## src/rtl/albPkg.sv

```systemverilog
package albPkg;
  typedef struct packed {
    logic wrEn;
    logic clearAll;
  } albStrobeT;
endpackage

```

## src/rtl/albDatapath.sv

```systemverilog
module albDatapath
  import albPkg::*;
#(
  parameter int ENTRIES = 8,
  parameter int TAG_W = 10,
  parameter int WORD_W = 8,
  parameter int LINE_WORDS = 4
) (
  input  logic clk,
  input  logic rstN,
  input  albStrobeT strobe,
  input  logic [$clog2(ENTRIES)-1:0] wrIdx,
  input  logic [TAG_W-1:0] insertTag,
  input  logic [LINE_WORDS*WORD_W-1:0] insertLine,
  input  logic lookupValid,
  input  logic [TAG_W-1:0] lookupTag,
  input  logic [$clog2(LINE_WORDS)-1:0] lookupOffset,
  output logic [ENTRIES-1:0] validVec,
  output logic [ENTRIES-1:0] lookMatch,
  output logic [ENTRIES-1:0] insMatch,
  output logic hit,
  output logic [$clog2(ENTRIES)-1:0] hitIndex,
  output logic [WORD_W-1:0] hitWord
);
  localparam int IDX_W = $clog2(ENTRIES);
  localparam int LINE_W = LINE_WORDS * WORD_W;

  logic [TAG_W-1:0] tagMem [ENTRIES];
  logic [LINE_W-1:0] lineMem [ENTRIES];
  logic [IDX_W-1:0] hitIdxC;
  logic [LINE_W-1:0] hitLine;

  always_ff @(posedge clk) begin
    if (!rstN || strobe.clearAll) begin
      validVec <= '0;
    end else if (strobe.wrEn) begin
      validVec[wrIdx] <= 1'b1;
    end
  end

  always_ff @(posedge clk) begin
    if (strobe.wrEn && !strobe.clearAll) begin
      tagMem[wrIdx] <= insertTag;
      lineMem[wrIdx] <= insertLine;
    end
  end

  // one comparator pair per entry, all working concurrently
  for (genvar e = 0; e < ENTRIES; e++) begin : g_cmp
    assign lookMatch[e] = lookupValid && validVec[e] && (tagMem[e] == lookupTag);
    assign insMatch[e]  = validVec[e] && (tagMem[e] == insertTag);
  end

  always_comb begin
    hitIdxC = '0;
    for (int i = 0; i < ENTRIES; i++) begin
      if (lookMatch[i]) hitIdxC = IDX_W'(i);
    end
  end

  assign hit = |lookMatch;
  assign hitIndex = hitIdxC;
  assign hitLine = lineMem[hitIdxC];
  assign hitWord = hit ? hitLine[int'(lookupOffset)*WORD_W +: WORD_W] : '0;


  single_match_chk: assert property (@(posedge clk) disable iff (!rstN)
    $onehot0(insMatch));

  flush_empty_chk: assert property (@(posedge clk) disable iff (!rstN)
    strobe.clearAll |=> (validVec == '0));

  write_valid_chk: assert property (@(posedge clk) disable iff (!rstN)
    (strobe.wrEn && !strobe.clearAll) |=> validVec[$past(wrIdx)]);

  hit_gate_chk: assert property (@(posedge clk) disable iff (!rstN)
    !lookupValid |-> !hit);
endmodule

```

## src/rtl/albCtrl.sv

```systemverilog
module albCtrl
  import albPkg::*;
#(
  parameter int ENTRIES = 8
) (
  input  logic clk,
  input  logic rstN,
  input  logic flush,
  input  logic insertValid,
  input  logic [ENTRIES-1:0] validVec,
  input  logic [ENTRIES-1:0] lookMatch,
  input  logic [ENTRIES-1:0] insMatch,
  output albStrobeT strobe,
  output logic [$clog2(ENTRIES)-1:0] wrIdx
);
  localparam int IDX_W = $clog2(ENTRIES);

  logic [ENTRIES-1:0] refBits, refNext, sweepClr;
  logic [IDX_W-1:0] hand, victimIdx, freeIdx, presentIdx, sweepPos;
  logic present, freeAny, found, evict;

  always_comb begin
    freeIdx = '0;
    presentIdx = '0;
    for (int i = ENTRIES - 1; i >= 0; i--) begin
      if (!validVec[i]) freeIdx = IDX_W'(i);
      if (insMatch[i]) presentIdx = IDX_W'(i);
    end
  end

  assign present = |insMatch;
  assign freeAny = ~&validVec;

  // clock sweep: walk from the hand, clear set bits, stop on a clear one
  always_comb begin
    found = 1'b0;
    victimIdx = hand;
    sweepClr = '0;
    sweepPos = hand;
    for (int k = 0; k < ENTRIES; k++) begin
      sweepPos = hand + IDX_W'(k);
      if (!found) begin
        if (!refBits[sweepPos]) begin
          found = 1'b1;
          victimIdx = sweepPos;
        end else begin
          sweepClr[sweepPos] = 1'b1;
        end
      end
    end
  end

  assign evict = insertValid && !flush && !present && !freeAny;
  assign wrIdx = present ? presentIdx : (freeAny ? freeIdx : victimIdx);
  assign strobe.wrEn = insertValid && !flush;
  assign strobe.clearAll = flush;

  always_comb begin
    refNext = refBits;
    if (evict) refNext = refNext & ~sweepClr;
    refNext = refNext | lookMatch;
    if (strobe.wrEn) refNext[wrIdx] = present;
  end

  always_ff @(posedge clk) begin
    if (!rstN || flush) begin
      refBits <= '0;
    end else begin
      refBits <= refNext;
    end
  end

  always_ff @(posedge clk) begin
    if (!rstN) begin
      hand <= '0;
    end else if (evict) begin
      hand <= victimIdx + IDX_W'(1);
    end
  end


  free_first_chk: assert property (@(posedge clk) disable iff (!rstN)
    (strobe.wrEn && !present && freeAny) |-> !validVec[wrIdx]);

  update_in_place_chk: assert property (@(posedge clk) disable iff (!rstN)
    (strobe.wrEn && present) |-> insMatch[wrIdx]);

  hand_hold_chk: assert property (@(posedge clk) disable iff (!rstN)
    !(insertValid && !flush && !present && validVec == '1) |=> $stable(hand));
endmodule

```

## src/rtl/assoc_lookup_buf.sv

```systemverilog
module assoc_lookup_buf
  import albPkg::*;
#(
  parameter int ENTRIES = 8,
  parameter int TAG_W = 10,
  parameter int WORD_W = 8,
  parameter int LINE_WORDS = 4
) (
  input  logic clk,
  input  logic rstN,
  input  logic flush,
  input  logic lookupValid,
  input  logic [TAG_W-1:0] lookupTag,
  input  logic [$clog2(LINE_WORDS)-1:0] lookupOffset,
  output logic hit,
  output logic [$clog2(ENTRIES)-1:0] hitIndex,
  output logic [WORD_W-1:0] hitWord,
  input  logic insertValid,
  input  logic [TAG_W-1:0] insertTag,
  input  logic [LINE_WORDS*WORD_W-1:0] insertLine
);
  localparam int IDX_W = $clog2(ENTRIES);

  albStrobeT strobe;
  logic [IDX_W-1:0] wrIdx;
  logic [ENTRIES-1:0] validVec, lookMatch, insMatch;

  albCtrl #(.ENTRIES(ENTRIES)) u_ctrl (
    .clk(clk), .rstN(rstN), .flush(flush), .insertValid(insertValid),
    .validVec(validVec), .lookMatch(lookMatch), .insMatch(insMatch),
    .strobe(strobe), .wrIdx(wrIdx)
  );

  albDatapath #(.ENTRIES(ENTRIES), .TAG_W(TAG_W), .WORD_W(WORD_W),
                .LINE_WORDS(LINE_WORDS)) u_dp (
    .clk(clk), .rstN(rstN), .strobe(strobe), .wrIdx(wrIdx),
    .insertTag(insertTag), .insertLine(insertLine),
    .lookupValid(lookupValid), .lookupTag(lookupTag),
    .lookupOffset(lookupOffset), .validVec(validVec),
    .lookMatch(lookMatch), .insMatch(insMatch), .hit(hit),
    .hitIndex(hitIndex), .hitWord(hitWord)
  );
endmodule

```

## config.mk

```make
export PLATFORM = sky130hd
export DESIGN_NAME = assoc_lookup_buf
export DESIGN_NICKNAME = d
export VERILOG_FILES = /design/src/rtl/albPkg.sv /design/src/rtl/albDatapath.sv /design/src/rtl/albCtrl.sv /design/src/rtl/assoc_lookup_buf.sv
export SDC_FILE = /design/constraint.sdc
export NUM_CORES = 1
export LEC_CHECK = 0
export ABC_AREA = 1
export BUFFER_PORTS_ARGS = -buffer_cell sky130_fd_sc_hd__buf_2
export CORE_MARGIN = 2
export CORE_UTILIZATION = 55
export CTS_CLUSTER_SIZE = 40
export DETAILED_ROUTE_END_ITERATION = 6
export PLACE_DENSITY = 0.82
export SETUP_SLACK_MARGIN = 0.02
export SLEW_MARGIN = 20
export SYNTH_ARGS = -nofsm -noshare
export SYNTH_HDL_FRONTEND = slang
export SYNTH_SLANG_ARGS = --single-unit
```

## constraint.sdc

```tcl
create_clock -name clk -period 5.41 [get_ports clk]
set_clock_uncertainty 0.1 [all_clocks]
set_input_delay 0.2705 -clock clk [delete_from_list [all_inputs] [get_ports clk]]
set_output_delay 0.2705 -clock clk [all_outputs]
set_load 0.05 [all_outputs]
```

Word-level counts from Yosys, hierarchy flattened
Memories as Yosys holds them, arrays and structs flattened.
Index checks and enable logic that the tools add are counted.
- memory bits (writable): 336
- bits in latches: 0
- ROM bits: 0
- memories: 2
- bits of input ports: 59
- register bits: 19
- reduce and logical (&&, ||, !) cells: 44
- multipliers: 0
- equality and inequality tests: 16
- $lt $le $gt $ge: 18
- bitwise operators: 11
- div/mod/pow operators: 0
- multiplexer cells: 107
- add/sub/neg operators: 8
- shift-type cells: 1
- memory list (name ; words ; bits a word ; read ports ; clocked after memory_dff ; write ports ; RTL line ; source):
    u_dp.lineMem ; 8 ; 32 ; 1 ; 0 ; 1 ; albDatapath.sv:29 ; logic [LINE_W-1:0] lineMem [ENTRIES];
    u_dp.tagMem ; 8 ; 10 ; 8 ; 0 ; 1 ; albDatapath.sv:28 ; logic [TAG_W-1:0] tagMem [ENTRIES];
- operators with widths (cell ; number):
    equality test 10 bit ; 16
    two-way mux 8 bit ; 18
    two-way mux 3 bit ; 36
    OR 8 bit ; 9
    logical AND 1 bit ; 37
    less-than comparator 3 x 4 -> 1 bit, second input constant ; 9
    two-way mux 1 bit ; 33
    variable part select 32 x 6 -> 8 bit ; 1
    demux 1 bit (select 3 bit) ; 9
    >= comparator 3 x 1 -> 1 bit, second input constant ; 9
    binary-select mux 1 bit (select 3 bit) ; 8
    OR reduction 8 bit ; 2
    adder 3 bit, second input constant ; 4
    bitwise AND 8 bit ; 1
    bitwise mux 8 bit ; 1
    inverter 8 bit ; 1
    AND reduction 8 bit ; 1
    adder 3 x 1 -> 3 bit, second input constant ; 2
    adder 3 x 2 -> 3 bit, second input constant ; 2
    two-way mux 2 bit ; 2
    logical NOT 1 bit ; 3
    logical OR 1 bit ; 1

Longest topological paths before layout
Gate-level depths: netlist (run 1).
- depth after elaboration: 32
- depth in mapped cells: 30
- mapped depth without buffers: 28

By module
Synthesis (run 1) repeated with hierarchy kept, for this count alone.
- cells, all modules: 1877
- area total of the unflattened synthesis: 18004.8 um^2
- modules (own cells, without submodules) (module ; sequential area each (um^2) ; cells each ; instances ; area each (um^2)):
    albDatapath ; 10249.8 ; 1490 ; 1 ; 15859.0
    albCtrl ; 220.2 ; 387 ; 1 ; 2145.8

Worst setup path after synthesis (run 1)
Ideal clock, no wire load.
- kind: register -> register
- start point: reg u_ctrl.hand[0]
- end point: mem u_dp.lineMem[1][0] in the netlist's numbering, enable pin
- stages on the path, launching flop included: 27
- arrival time: 3.808 ns
- slack: 1.106 ns
- data required time: 4.914 ns
- path through: dfxtp_1 -> inv_2 -> buf_6 -> clkbuf_1 -> ha_1 -> inv_1 -> nand3_1 -> nand2_1 -> nand2_2 -> nand2_4 -> clkinv_2 -> nand2_4 -> nor2_8 -> nand2_4 -> nor2_8 -> nand2_4 -> nor2_4 -> nand2_2 -> nand2_1 -> inv_1 -> nand2_2 -> nand3_2 -> nand2_2 -> nand2_1 -> nand3_2 -> nand4_1 -> inv_1
- cells in the longest elaborated chain, start to end: 19
- elaborated cells on any way between the ends: 52
- those cells by class: 7 x add/sub; 45 x mux
- RTL lines (element ; RTL line ; source):
    start, declared ; albCtrl.sv:19 ; logic [IDX_W-1:0] hand, victimIdx, freeIdx, presentIdx, sweepPos;
    start signal, assigned ; albCtrl.sv:77 ; hand <= victimIdx + IDX_W'(1);
    adder 3 x 1 -> 3 bit ; albCtrl.sv:41 ; sweepPos = hand + IDX_W'(k);
    binary-select mux 1 bit (select 3 bit) ; albCtrl.sv:43 ; if (!refBits[sweepPos]) begin
    two-way mux 1 bit (implied by the code) ; albCtrl.sv:43 ;
    two-way mux 3 bit ; albCtrl.sv:43 ;
    two-way mux 3 bit ; albCtrl.sv:42 ; if (!found) begin
    two-way mux 3 bit ; albCtrl.sv:43 ;
    two-way mux 3 bit ; albCtrl.sv:42 ;
    two-way mux 3 bit ; albCtrl.sv:43 ;
    [2 not listed] ; n/a ;
    two-way mux 3 bit ; albCtrl.sv:42 ;
    two-way mux 3 bit ; albCtrl.sv:43 ;
    two-way mux 3 bit ; albCtrl.sv:42 ;
    two-way mux 3 bit ; albCtrl.sv:43 ;
    two-way mux 3 bit ; albCtrl.sv:42 ;
    two-way mux 3 bit ; albCtrl.sv:43 ;
    two-way mux 3 bit * ; albCtrl.sv:42 ;
    two-way mux 3 bit * (2 in a row) ; albCtrl.sv:54 ; assign wrIdx = present ? presentIdx : (freeAny ? freeIdx : victimIdx);
    end, declared ; albDatapath.sv:29 ;
Mark *: on every way between the ends. The rest lies on a longest branch, timed or not. The select of a mux whose other input is x is not followed.

==> impl_metrics.py, run 1 <==
metrics = {
    "run_status": {
        "status": "finished clean",
    },
    "cells_and_area": {
        "final_core_util_pct": 63.8,
        "fin_nets": 2000,
        "regArea_um2": 10500,
        "nFillCells": 2383,
        "drive_above_1_share_pct": 11.2,
        "multi_input_area_um2": 6360,
        "syn_to_final_growth_pct": 13.8,
        "n_antenna_cell": 0,
    },
    "cts": {
        "cts_tree": "yes",
        "clockRootBuffer": "clkbuf_16",
        "cts_made_buffers": 37,
        "insertion_delay_ns": 0.52,
        "post_cts_resized": 0,
        "cts_sinks": 355,
        "post-cts-setup-buffers": 0,
        "clock_path_buffers": 3,
        "cts_max_level": 2,
        "clkSlewWorstSetupHoldPaths_ns": 0.06,
        "postCtsHoldBufs": 33,
    },
    "timing": {
        "setup_viol": 0,
        "hold_viol_final": 0,
        "worst_pin_slew_ns": 1.14,
        "max_freq_mhz": 213,
        "setup_tns_ns": 0,
        "fin_crit_ns": 4.70,
        "post-route-period-util_pct": 86.9,
        "rsz0062_at_grt": "false",
        "maxSlewHeadroom_pct": 24.1,
        "slew_violations": 0,
    },
    "pwr": {
        "p_per_area_nw_per_um2": 294,
        "vdd_drop_max_v": 0.000349,
        "leakage_uw": 0.00788,
    },
    "placement": {
        "gp_congestion": 1.00,
        "place_hpwl_um": 32300,
        "port_buffers": 70,
    },
    "grt": {
        "grt_usage_pct": 30.0,
        "met1_usage_pct": 39.1,
        "grt_pass1_vias": 14200,
        "grt.overflow.total": 0,
        "grt_max_degree": 98,
        "met3_usage_pct": 4.26,
        "gr-max-usage-layer": "met2",
        "grtUsageMet2_pct": 49.5,
        "grt_pass1_wl_um": 77500,
        "antenna_found_initial": 0,
    },
    "critical_path": {
        "r2r_slack_ns": 0.72,
        "r2r.worst_path.cells": 23,
        "reg2reg_from": "u_ctrl.hand[1]$_SDFFE_PN0P_",
        "start_kind": "flop",
        "crit_required_ns": 5.04,
        "worstPathMaxFanout": 97,
        "cp-end-kind": "output pin",
        "rr_endpoint": "u_dp.lineMem[3][29]$_DFFE_PP_",
        "critical_path_class": "flop to output pin",
        "cp.arrival_ns": 4.33,
    },
    "drt": {
        "drt-pass1-iter-count": 6,
        "drt_iter0_drc": 1917,
        "route.detailed.drc": 0,
        "wirelength_um": 50500,
        "num_vias": 14700,
        "ant_nets": 0,
        "avgViaCountPerCell": 6.25,
        "wire_per_inst_um": 21.4,
    },
    "yosys": {
        "async_reset_ff_share_pct": 0,
        "syn-num-nets": 1907,
        "synth_edf_count": 336,
        "yosysWarnings": 0,
        "synth_area_leaders": "edfxtp_1, nand2_1, nand3_1",
        "synth_cells": 1841,
        "syn_avg_cell_area_um2": 9.63,
        "yosysMostFrequentCell": "nand2_1",
        "yosys.area.top_type": "edfxtp_1",
        "synth_top_area_share_pct": 56.9,
        "synth_commonest_cells": "nand2_1, edfxtp_1, nand3_1",
        "synth_flop_cell": "edfxtp_1",
        "synth_cell_types": 55,
        "syn_area_um2": 17700,
        "ys_ff_latch": 355,
        "synth_seq_area_share_pct": 59.1,
    },
    "floorplanning": {
        "die_x_um": 184,
        "die_h_um": 184,
        "initial_core_util_pct": 56.0,
        "io_pins": 71,
        "core_um2": 31600,
        "row_count": 65,
        "die_area_um2": 33700,
    },
    "hold_path": {
        "min_from": "flush",
        "min_to": "u_ctrl.refBits[2]$_SDFF_PP0_",
        "min_path_type": "input pin to flop",
        "min_delay_path_depth": 4,
    },
    "job": {
        "drv_cap": 0,
    },
}
-- worst max-delay path by stage --
stage                                startpoint                             to  slack [ns]  cells after the start
floorplan           u_ctrl.hand[0]$_SDFFE_PN0P_   u_dp.lineMem[1][0]$_DFFE_PP_        1.11                     26
global placement    u_ctrl.hand[1]$_SDFFE_PN0P_   u_dp.lineMem[3][0]$_DFFE_PP_        0.90                     25
detailed placement  u_ctrl.hand[1]$_SDFFE_PN0P_   u_dp.lineMem[3][4]$_DFFE_PP_        0.79                     23
CTS                 u_ctrl.hand[1]$_SDFFE_PN0P_   u_dp.lineMem[3][6]$_DFFE_PP_        0.76                     23
global route        u_ctrl.hand[1]$_SDFFE_PN0P_  u_dp.lineMem[3][23]$_DFFE_PP_        0.34                     23
finish              u_dp.tagMem[1][1]$_DFFE_PP_                     hitWord[4]        0.71                     19
-- metrics by stage --
step | worst slack, ns | area (um2) | total power [uW] | hold WS [ns] | std cells
floorplan | 1.11 | 17700 | 3220 | 0.269 | 1841
global placement | 0.901 | 18600 | 3330 | 0.428 | 2264
detailed placement | 0.790 | 18600 | 3340 | 0.427 | 2264
CTS | 0.756 | 20200 | 5920 | 0.0569 | 2359
global route | 0.342 | 20200 | 6070 | 0.0684 | 2359
finish | 0.708 | 20200 | 5930 | 0.0767 | 2359
-- layer usage --
metal / vias up / share of wire, %
li1: 6605 / -
met1: 6929 / 38
met2: 1022 / 47
met3: 180 / 11
met4: 0 / 4.7
met5: - / 0
-- worst max-delay path, cell delays in order, from the launching register on --
cell and delay, ns:
edfxtp_1 0.39, inv_1 0.12, nor2_1 0.05, inv_1 0.08, o21ai_0 0.07, nor4_1 0.20, and3_1 0.36, nand2_1 0.09
nand2_1 0.08, nand2_1 0.06, nand2_1 0.08, nand2_1 0.09, nand2_4 0.79, nand2_1 0.13, nand3_1 0.14, nand3_1 0.12
nand3_1 0.14, nand3_1 0.11, a21oi_1 0.28, buf_2 0.33
-- report_power, final --
group	internal [uW]	switching [uW]
registers	3020	7.63
clock network	1580	1050
logic	85.0	189
total	4690	1240
-- state kept, by name (all words and copies together) (netlist names) --
signal	flops
u_dp.lineMem	256
u_dp.tagMem	80
u_ctrl.hand	3
u_ctrl.refBits	8
u_dp.validVec	8
-- cell families (layout without fill, tap and decap cells) --
kind of cell / count (synthesis) / after routing / share of synthesized area, %
flops: 355 / 355 / 59.1
fa+ha+maj: 7 / 7 / 0.494
xor+xnor: 65 / 65 / 3.21
simple gates: 1032 / 1032 / 26.3
compound gates: 156 / 156 / 5.74
buf+inv: 226 / 342 / 5.19
-- area by class of cell --
cell class,count,share of cell area [%]
inverters,148,2.77
clock inverters,18,1.36
repair buffers,132,5.13
multi-input cells,1260,31.5
flip-flops and latches,355,51.9
clock buffers,44,4.82
well taps,402,2.49
-- placed cells by master (no fill, tap or decap), drive strengths merged, types with 3 or more instances in the layout --
master and instances:
clkinv 14, nand4 26, nor2 89, bufinv 6, o211ai 10, a21boi 7
a2111oi 3, o22ai 16, or2 13, o221ai 9, nor3 28, nand2 518
ha 7, nor4 28, xnor2 21, buf 99, edfxtp 336, dlygate4sd3 33
o2111ai 12, o21ai 44, xor2 44, a21oi 40, dfxtp 19, inv 145
a211oi 4, clkbuf 44, nand3 323
Power figures use the tool's default switching activity.
==> run 2: changes to the inputs <==
--- a/config.mk
+++ b/config.mk
@@ -9,6 +9,7 @@
 export BUFFER_PORTS_ARGS = -buffer_cell sky130_fd_sc_hd__buf_2
 export CORE_MARGIN = 2
 export CORE_UTILIZATION = 55
+export CTS_BUF_LIST = sky130_fd_sc_hd__clkbuf_8
 export CTS_CLUSTER_SIZE = 40
 export DETAILED_ROUTE_END_ITERATION = 6
 export PLACE_DENSITY = 0.82
==> run 2 against run 1 <==
Via count is 0.23% higher. Die area is the same. First-iteration DRC count is 2.1% higher. Non-clock buffer count up 5. Hold slack got worse by 0.041 ns. Sequential share of layout area rose by 0.37 points. Critical path depth stayed put. Cell count increased by 1.9%. Largest cell class unchanged.
==> impl_metrics.py, run 2 (synthesized netlist as in run 1, its figures left out) <==
metrics = {
    "critical_path": {
        "start_kind": "flop",
        "rr_endpoint": "u_dp.lineMem[3][29]$_DFFE_PP_",
        "reg2reg_from": "u_ctrl.hand[1]$_SDFFE_PN0P_",
        "crit_end": "hitWord[1]",
        "r2r_slack_ns": 0.73,
        "cp-end-kind": "output pin",
        "crit_path_start": "u_dp.tagMem[1][1]$_DFFE_PP_",
        "crit_required_ns": 5.04,
        "worstPathMaxFanout": 97,
        "critical_path_class": "flop to output pin",
        "cp.arrival_ns": 4.39,
        "r2r.worst_path.cells": 23,
    },
    "floorplanning": {
        "initial_core_util_pct": 56.0,
        "row_count": 65,
        "die_area_um2": 33700,
        "die_h_um": 184,
        "core_um2": 31600,
        "io_pins": 71,
        "die_x_um": 184,
    },
    "drt": {
        "drt-pass1-iter-count": 6,
        "route.detailed.drc": 0,
        "avgViaCountPerCell": 6.14,
        "ant_nets": 0,
        "drt_iter0_drc": 1957,
        "num_vias": 14800,
        "wire_per_inst_um": 21.0,
        "wirelength_um": 50400,
    },
    "cts": {
        "cts_made_buffers": 56,
        "clockRootBuffer": "clkbuf_8",
        "cts_tree": "yes",
        "insertion_delay_ns": 0.62,
        "post_cts_resized": 0,
        "cts_max_level": 2,
        "clock_path_buffers": 3,
        "cts_sinks": 355,
        "postCtsHoldBufs": 38,
        "post-cts-setup-buffers": 0,
        "clkSlewWorstSetupHoldPaths_ns": 0.07,
    },
    "job": {
        "drv_cap": 0,
    },
    "timing": {
        "setup_viol": 0,
        "setup_ws_ns": 0.647,
        "holdWs_ns": 0.0353,
        "post-route-period-util_pct": 88.0,
        "maxSlewHeadroom_pct": 24.2,
        "fin_crit_ns": 4.76,
        "slew_violations": 0,
        "max_freq_mhz": 210,
        "worst_pin_slew_ns": 1.14,
        "setup_tns_ns": 0,
        "rsz0062_at_grt": "false",
        "hold_viol_final": 0,
    },
    "cells_and_area": {
        "fin_nets": 2024,
        "regMostFlops": "u_dp.lineMem",
        "reg_top3": "u_dp.lineMem: 256 flops, u_dp.tagMem: 80 flops",
        "nFillCells": 2475,
        "largest_register_ffs": 256,
        "drive_above_1_share_pct": 11.7,
        "syn_to_final_growth_pct": 13.0,
        "layout_common_cells": "nand2_1, edfxtp_1, nand3_1",
        "n_antenna_cell": 0,
        "final_common_cell": "nand2_1",
    },
    "grt": {
        "grt_pass1_vias": 14200,
        "grt_usage_pct": 29.9,
        "grt.overflow.total": 0,
        "grt_pass1_wl_um": 77300,
        "antenna_found_initial": 0,
        "grt_max_degree": 98,
    },
    "pwr": {
        "vdd_drop_max_v": 0.000266,
        "power_uw": 5490,
        "leakage_uw": 0.00790,
        "p_per_area_nw_per_um2": 274,
    },
    "hold_path": {
        "min_from": "insertTag[5]",
        "min_path_type": "input pin to flop",
    },
    "run_status": {
        "status": "finished clean",
    },
    "placement": {
        "port_buffers": 70,
        "place_hpwl_um": 32300,
        "post-place-ws_ns": 0.790,
        "gp_congestion": 1.00,
    },
}
==> run 2: how the worst min path moves through the flow <==
stage	end	depth (start not counted)
floorplan	u_dp.lineMem[0][0]$_DFFE_PP_	0
global placement	u_dp.validVec[7]$_SDFFE_PP0P_	2
detailed placement	u_dp.validVec[7]$_SDFFE_PP0P_	2
CTS	u_dp.tagMem[3][5]$_DFFE_PP_	2
global route	u_dp.tagMem[3][5]$_DFFE_PP_	2
finish	u_dp.tagMem[3][5]$_DFFE_PP_	2
==> run 2: metrics by stage <==
step           instance area, um2  utilization, %  cells
2_1_floorplan               17700               -   1841
3_3_place_gp                18600            58.8   2264
3_5_place_dp                18600            58.8   2264
4_1_cts                     20000            63.3   2404
5_1_grt                     20000            63.3   2404
6_report                    20000            63.3   2404
==> run 2: metal layers <==
layer / vias to the layer above / part of all wire [%] / track usage (%)
li1: 6671 / - / -
met5: - / 0 / 0
met2: 1003 / 46 / 48.4
met1: 6910 / 38 / 38.8
met3: 186 / 11 / 5.29
met4: 0 / 4.9 / 15.6
==> run 2: where the power goes <==
group / leakage, uW / switching, uW / total, uW / internal [uW]
Clock: 0.000599 / 1060 / 2180 / 1130
Combinational: 0.00411 / 189 / 277 / 87.4
Sequential: 0.00319 / 7.71 / 3030 / 3020
==> run 2: cell type report <==
cell class | count | area, um2 | share of cell area [%]
clock buffer | 57 | 785 | 3.92
clock inverter | 45 | 272 | 1.36
inverter | 148 | 558 | 2.79
multi-input combinational | 1260 | 6360 | 31.8
sequential | 355 | 10500 | 52.3
tap | 402 | 503 | 2.51
timing repair buffer | 137 | 1090 | 5.42
==> run 2: worst max-delay path: stages (launching register included) <==
cell and delay, ns:
edfxtp_1 0.39, inv_1 0.12, nor2_1 0.05, inv_1 0.08, o21ai_0 0.08, nor4_1 0.22, and3_1 0.39, nand2_1 0.10
nand2_1 0.08, nand2_1 0.05, nand2_1 0.06, nand2_1 0.09, nand2_4 0.81, nand2_1 0.10, nand3_1 0.14, nand3_1 0.08
nand3_1 0.19, nand3_1 0.16, a21oi_1 0.25, buf_2 0.30
==> run 3: changes to the inputs <==
--- a/config.mk
+++ b/config.mk
@@ -8,11 +8,11 @@
 export ABC_AREA = 1
 export BUFFER_PORTS_ARGS = -buffer_cell sky130_fd_sc_hd__buf_2
 export CORE_MARGIN = 2
-export CORE_UTILIZATION = 55
+export CORE_UTILIZATION = 35
 export CTS_BUF_LIST = sky130_fd_sc_hd__clkbuf_8
 export CTS_CLUSTER_SIZE = 40
 export DETAILED_ROUTE_END_ITERATION = 6
-export PLACE_DENSITY = 0.82
+export PLACE_DENSITY = 0.6
 export SETUP_SLACK_MARGIN = 0.02
 export SLEW_MARGIN = 20
 export SYNTH_ARGS = -nofsm -noshare
==> constraint.sdc (replaced) <==
create_clock -name clk -period 5.41 [get_ports clk]
set_clock_uncertainty 0.1 [all_clocks]
set_input_delay 1.082 -clock clk [delete_from_list [all_inputs] [get_ports clk]]
set_output_delay 1.082 -clock clk [all_outputs]
set_load 0.05 [all_outputs]
==> run 3 against run 2 <==
Cell count up 12%. Core utilization fell by 22 points. Critical endpoint is now hitWord[4]. Highest routed layer is now met5. Wire length is 8.4% higher. Largest power group unchanged. Flip-flop and latch count stayed put. Non-clock buffer count rose by 8.
==> impl_metrics.py, run 3 (synthesized netlist as in run 1, its figures left out) <==
metrics = {
    "critical_path": {
        "worstPathMaxFanout": 15,
        "crit_chain": "buf_2, buf_4, o22ai_1, a2111oi_2, nand2_1, nand2_1, nand2_1, nand2_1, nand2_2, nand2_4, clkinv_4, buf_4, nand2_1, nand3_1, nand3_1, nand3_1, nand3_1, a21oi_1, clkbuf_4",
        "cp.arrival_ns": 4.09,
        "crit_required_ns": 4.23,
        "critical_path_class": "input pin to output pin",
        "crit_path_frequent_cell": "nand2_1",
        "start_kind": "input pin",
        "cp-end-kind": "output pin",
        "cp_slowest_cell": "a2111oi_2",
        "cp_slowest_stage_delay_ns": 0.48,
    },
    "cts": {
        "cts_made_buffers": 60,
        "clkSlewWorstSetupHoldPaths_ns": 0.06,
        "cts_tree": "yes",
        "clockRootBuffer": "clkbuf_8",
        "clock_path_buffers": 3,
        "cts_sinks": 355,
        "postCtsHoldBufs": 0,
        "insertion_delay_ns": 0.69,
        "cts_max_level": 2,
    },
    "pwr": {
        "leakage_uw": 0.00810,
        "p_per_area_nw_per_um2": 280,
        "vdd_drop_max_v": 0.000204,
    },
    "cells_and_area": {
        "syn_to_final_growth_pct": 17.2,
        "final_core_util_pct": 41.5,
        "layout_common_cells": "nand2_1, edfxtp_1, nand3_1",
        "n_antenna_cell": 0,
        "fin_nets": 2036,
        "largest_register_ffs": 256,
        "regMostFlops": "u_dp.lineMem",
        "reg_top3": "u_dp.lineMem: 256 flops, u_dp.tagMem: 80 flops",
        "drive_above_1_share_pct": 15.6,
        "final_common_cell": "nand2_1",
    },
    "placement": {
        "port_buffers": 70,
        "gp_congestion": 0.912,
        "place_hpwl_um": 35900,
    },
    "timing": {
        "slew_violations": 0,
        "maxSlewHeadroom_pct": 46.8,
        "post-route-period-util_pct": 97.4,
        "setup_viol": 0,
        "holdWs_ns": 0.446,
        "hold_viol_final": 0,
        "worst_pin_slew_ns": 0.791,
        "max_freq_mhz": 190,
        "setup_tns_ns": 0,
        "rsz0062_at_grt": "false",
        "fin_crit_ns": 5.27,
    },
    "drt": {
        "drt_iter0_drc": 1199,
        "drt-pass1-iter-count": 5,
        "wire_per_inst_um": 20.3,
        "wirelength_um": 54700,
        "num_vias": 14300,
        "avgViaCountPerCell": 5.31,
        "route.detailed.drc": 0,
        "ant_nets": 0,
    },
    "floorplanning": {
        "die_h_um": 229,
        "die_area_um2": 52500,
        "die_x_um": 229,
        "core_um2": 50100,
        "initial_core_util_pct": 35.4,
        "row_count": 82,
        "io_pins": 71,
    },
    "grt": {
        "grt_usage_pct": 20.5,
        "grt_max_degree": 50,
        "grt.overflow.total": 0,
        "antenna_found_initial": 2,
        "grt_pass1_vias": 14000,
        "grt_pass1_wl_um": 82800,
    },
    "job": {
        "drv_cap": 0,
    },
    "hold_path": {
        "min_path_type": "flop to flop",
    },
    "run_status": {
        "status": "finished clean",
    },
}
-- run 3: critical path: cells and delay by family --
family	cells	cell delay, ns
AO/OA/AOI/OAI	3	0.75
buffers and inverters	5	0.98
AND/OR/NAND/NOR	11	1.27
-- run 3: what timing repair did --
action	4_1_cts	5_1_grt
pin swaps	0	5
gates cloned	0	2
setup buffers	0	6
gates resized for setup	2	25
setup endpoints to repair	8	8
-- run 3: routing by layer --
layer / track usage [%] / up-vias / part of all wire, % / routed length, um
met1: 26.4 / 6944 / 42 / 23000
met5: 0 / - / 0.020 / 11
met4: 6.98 / 2 / 2.6 / 1450
li1: - / 6689 / - / -
met2: 35.0 / 546 / 49 / 26700
met3: 3.30 / 106 / 6.5 / 3570
-- run 3: cell type report --
cell class | instances | area [um2]
timing repair buffer | 145 | 1220
fill | 4905 | 29300
sequential | 355 | 10500
inverter | 148 | 577
tap | 672 | 841
clock inverter | 47 | 365
clock buffer | 65 | 895
multi-input combinational | 1260 | 6410
-- run 3: path summary, 6_finish.rpt --
path | to | slack (ns) | cells past startpoint | start
hold / removal | u_dp.validVec[0]$_SDFFE_PP0P_ | 0.45 | 2 | u_dp.validVec[0]$_SDFFE_PP0P_
setup reg to reg | u_dp.lineMem[7][10]$_DFFE_PP_ | 1.02 | 26 | u_ctrl.hand[1]$_SDFFE_PN0P_
hold reg to reg | u_dp.validVec[0]$_SDFFE_PP0P_ | 0.45 | 2 | u_dp.validVec[0]$_SDFFE_PP0P_
setup / recovery | hitWord[4] | 0.14 | 19 | lookupTag[0]
-- run 3: through the flow --
stage | power [uW] | cell area (um2) | instances | setup WS (ns)
after floorplan | 3220 | 17700 | 1841 | 0.170
after global placement | 3350 | 19300 | 2572 | -0.246
after detailed placement | 3350 | 19300 | 2572 | -0.140
after CTS | 5860 | 20600 | 2684 | 0.0412
after global routing | 6010 | 20800 | 2692 | 0.0161
final | 5810 | 20800 | 2692 | 0.142
-- run 3: report_power, final --
group	switching, uW	internal, uW	total (uW)
Sequential	7.33	3020	3030
Clock	1180	1330	2510
Combinational	189	82.5	271
Total	1370	4430	5810
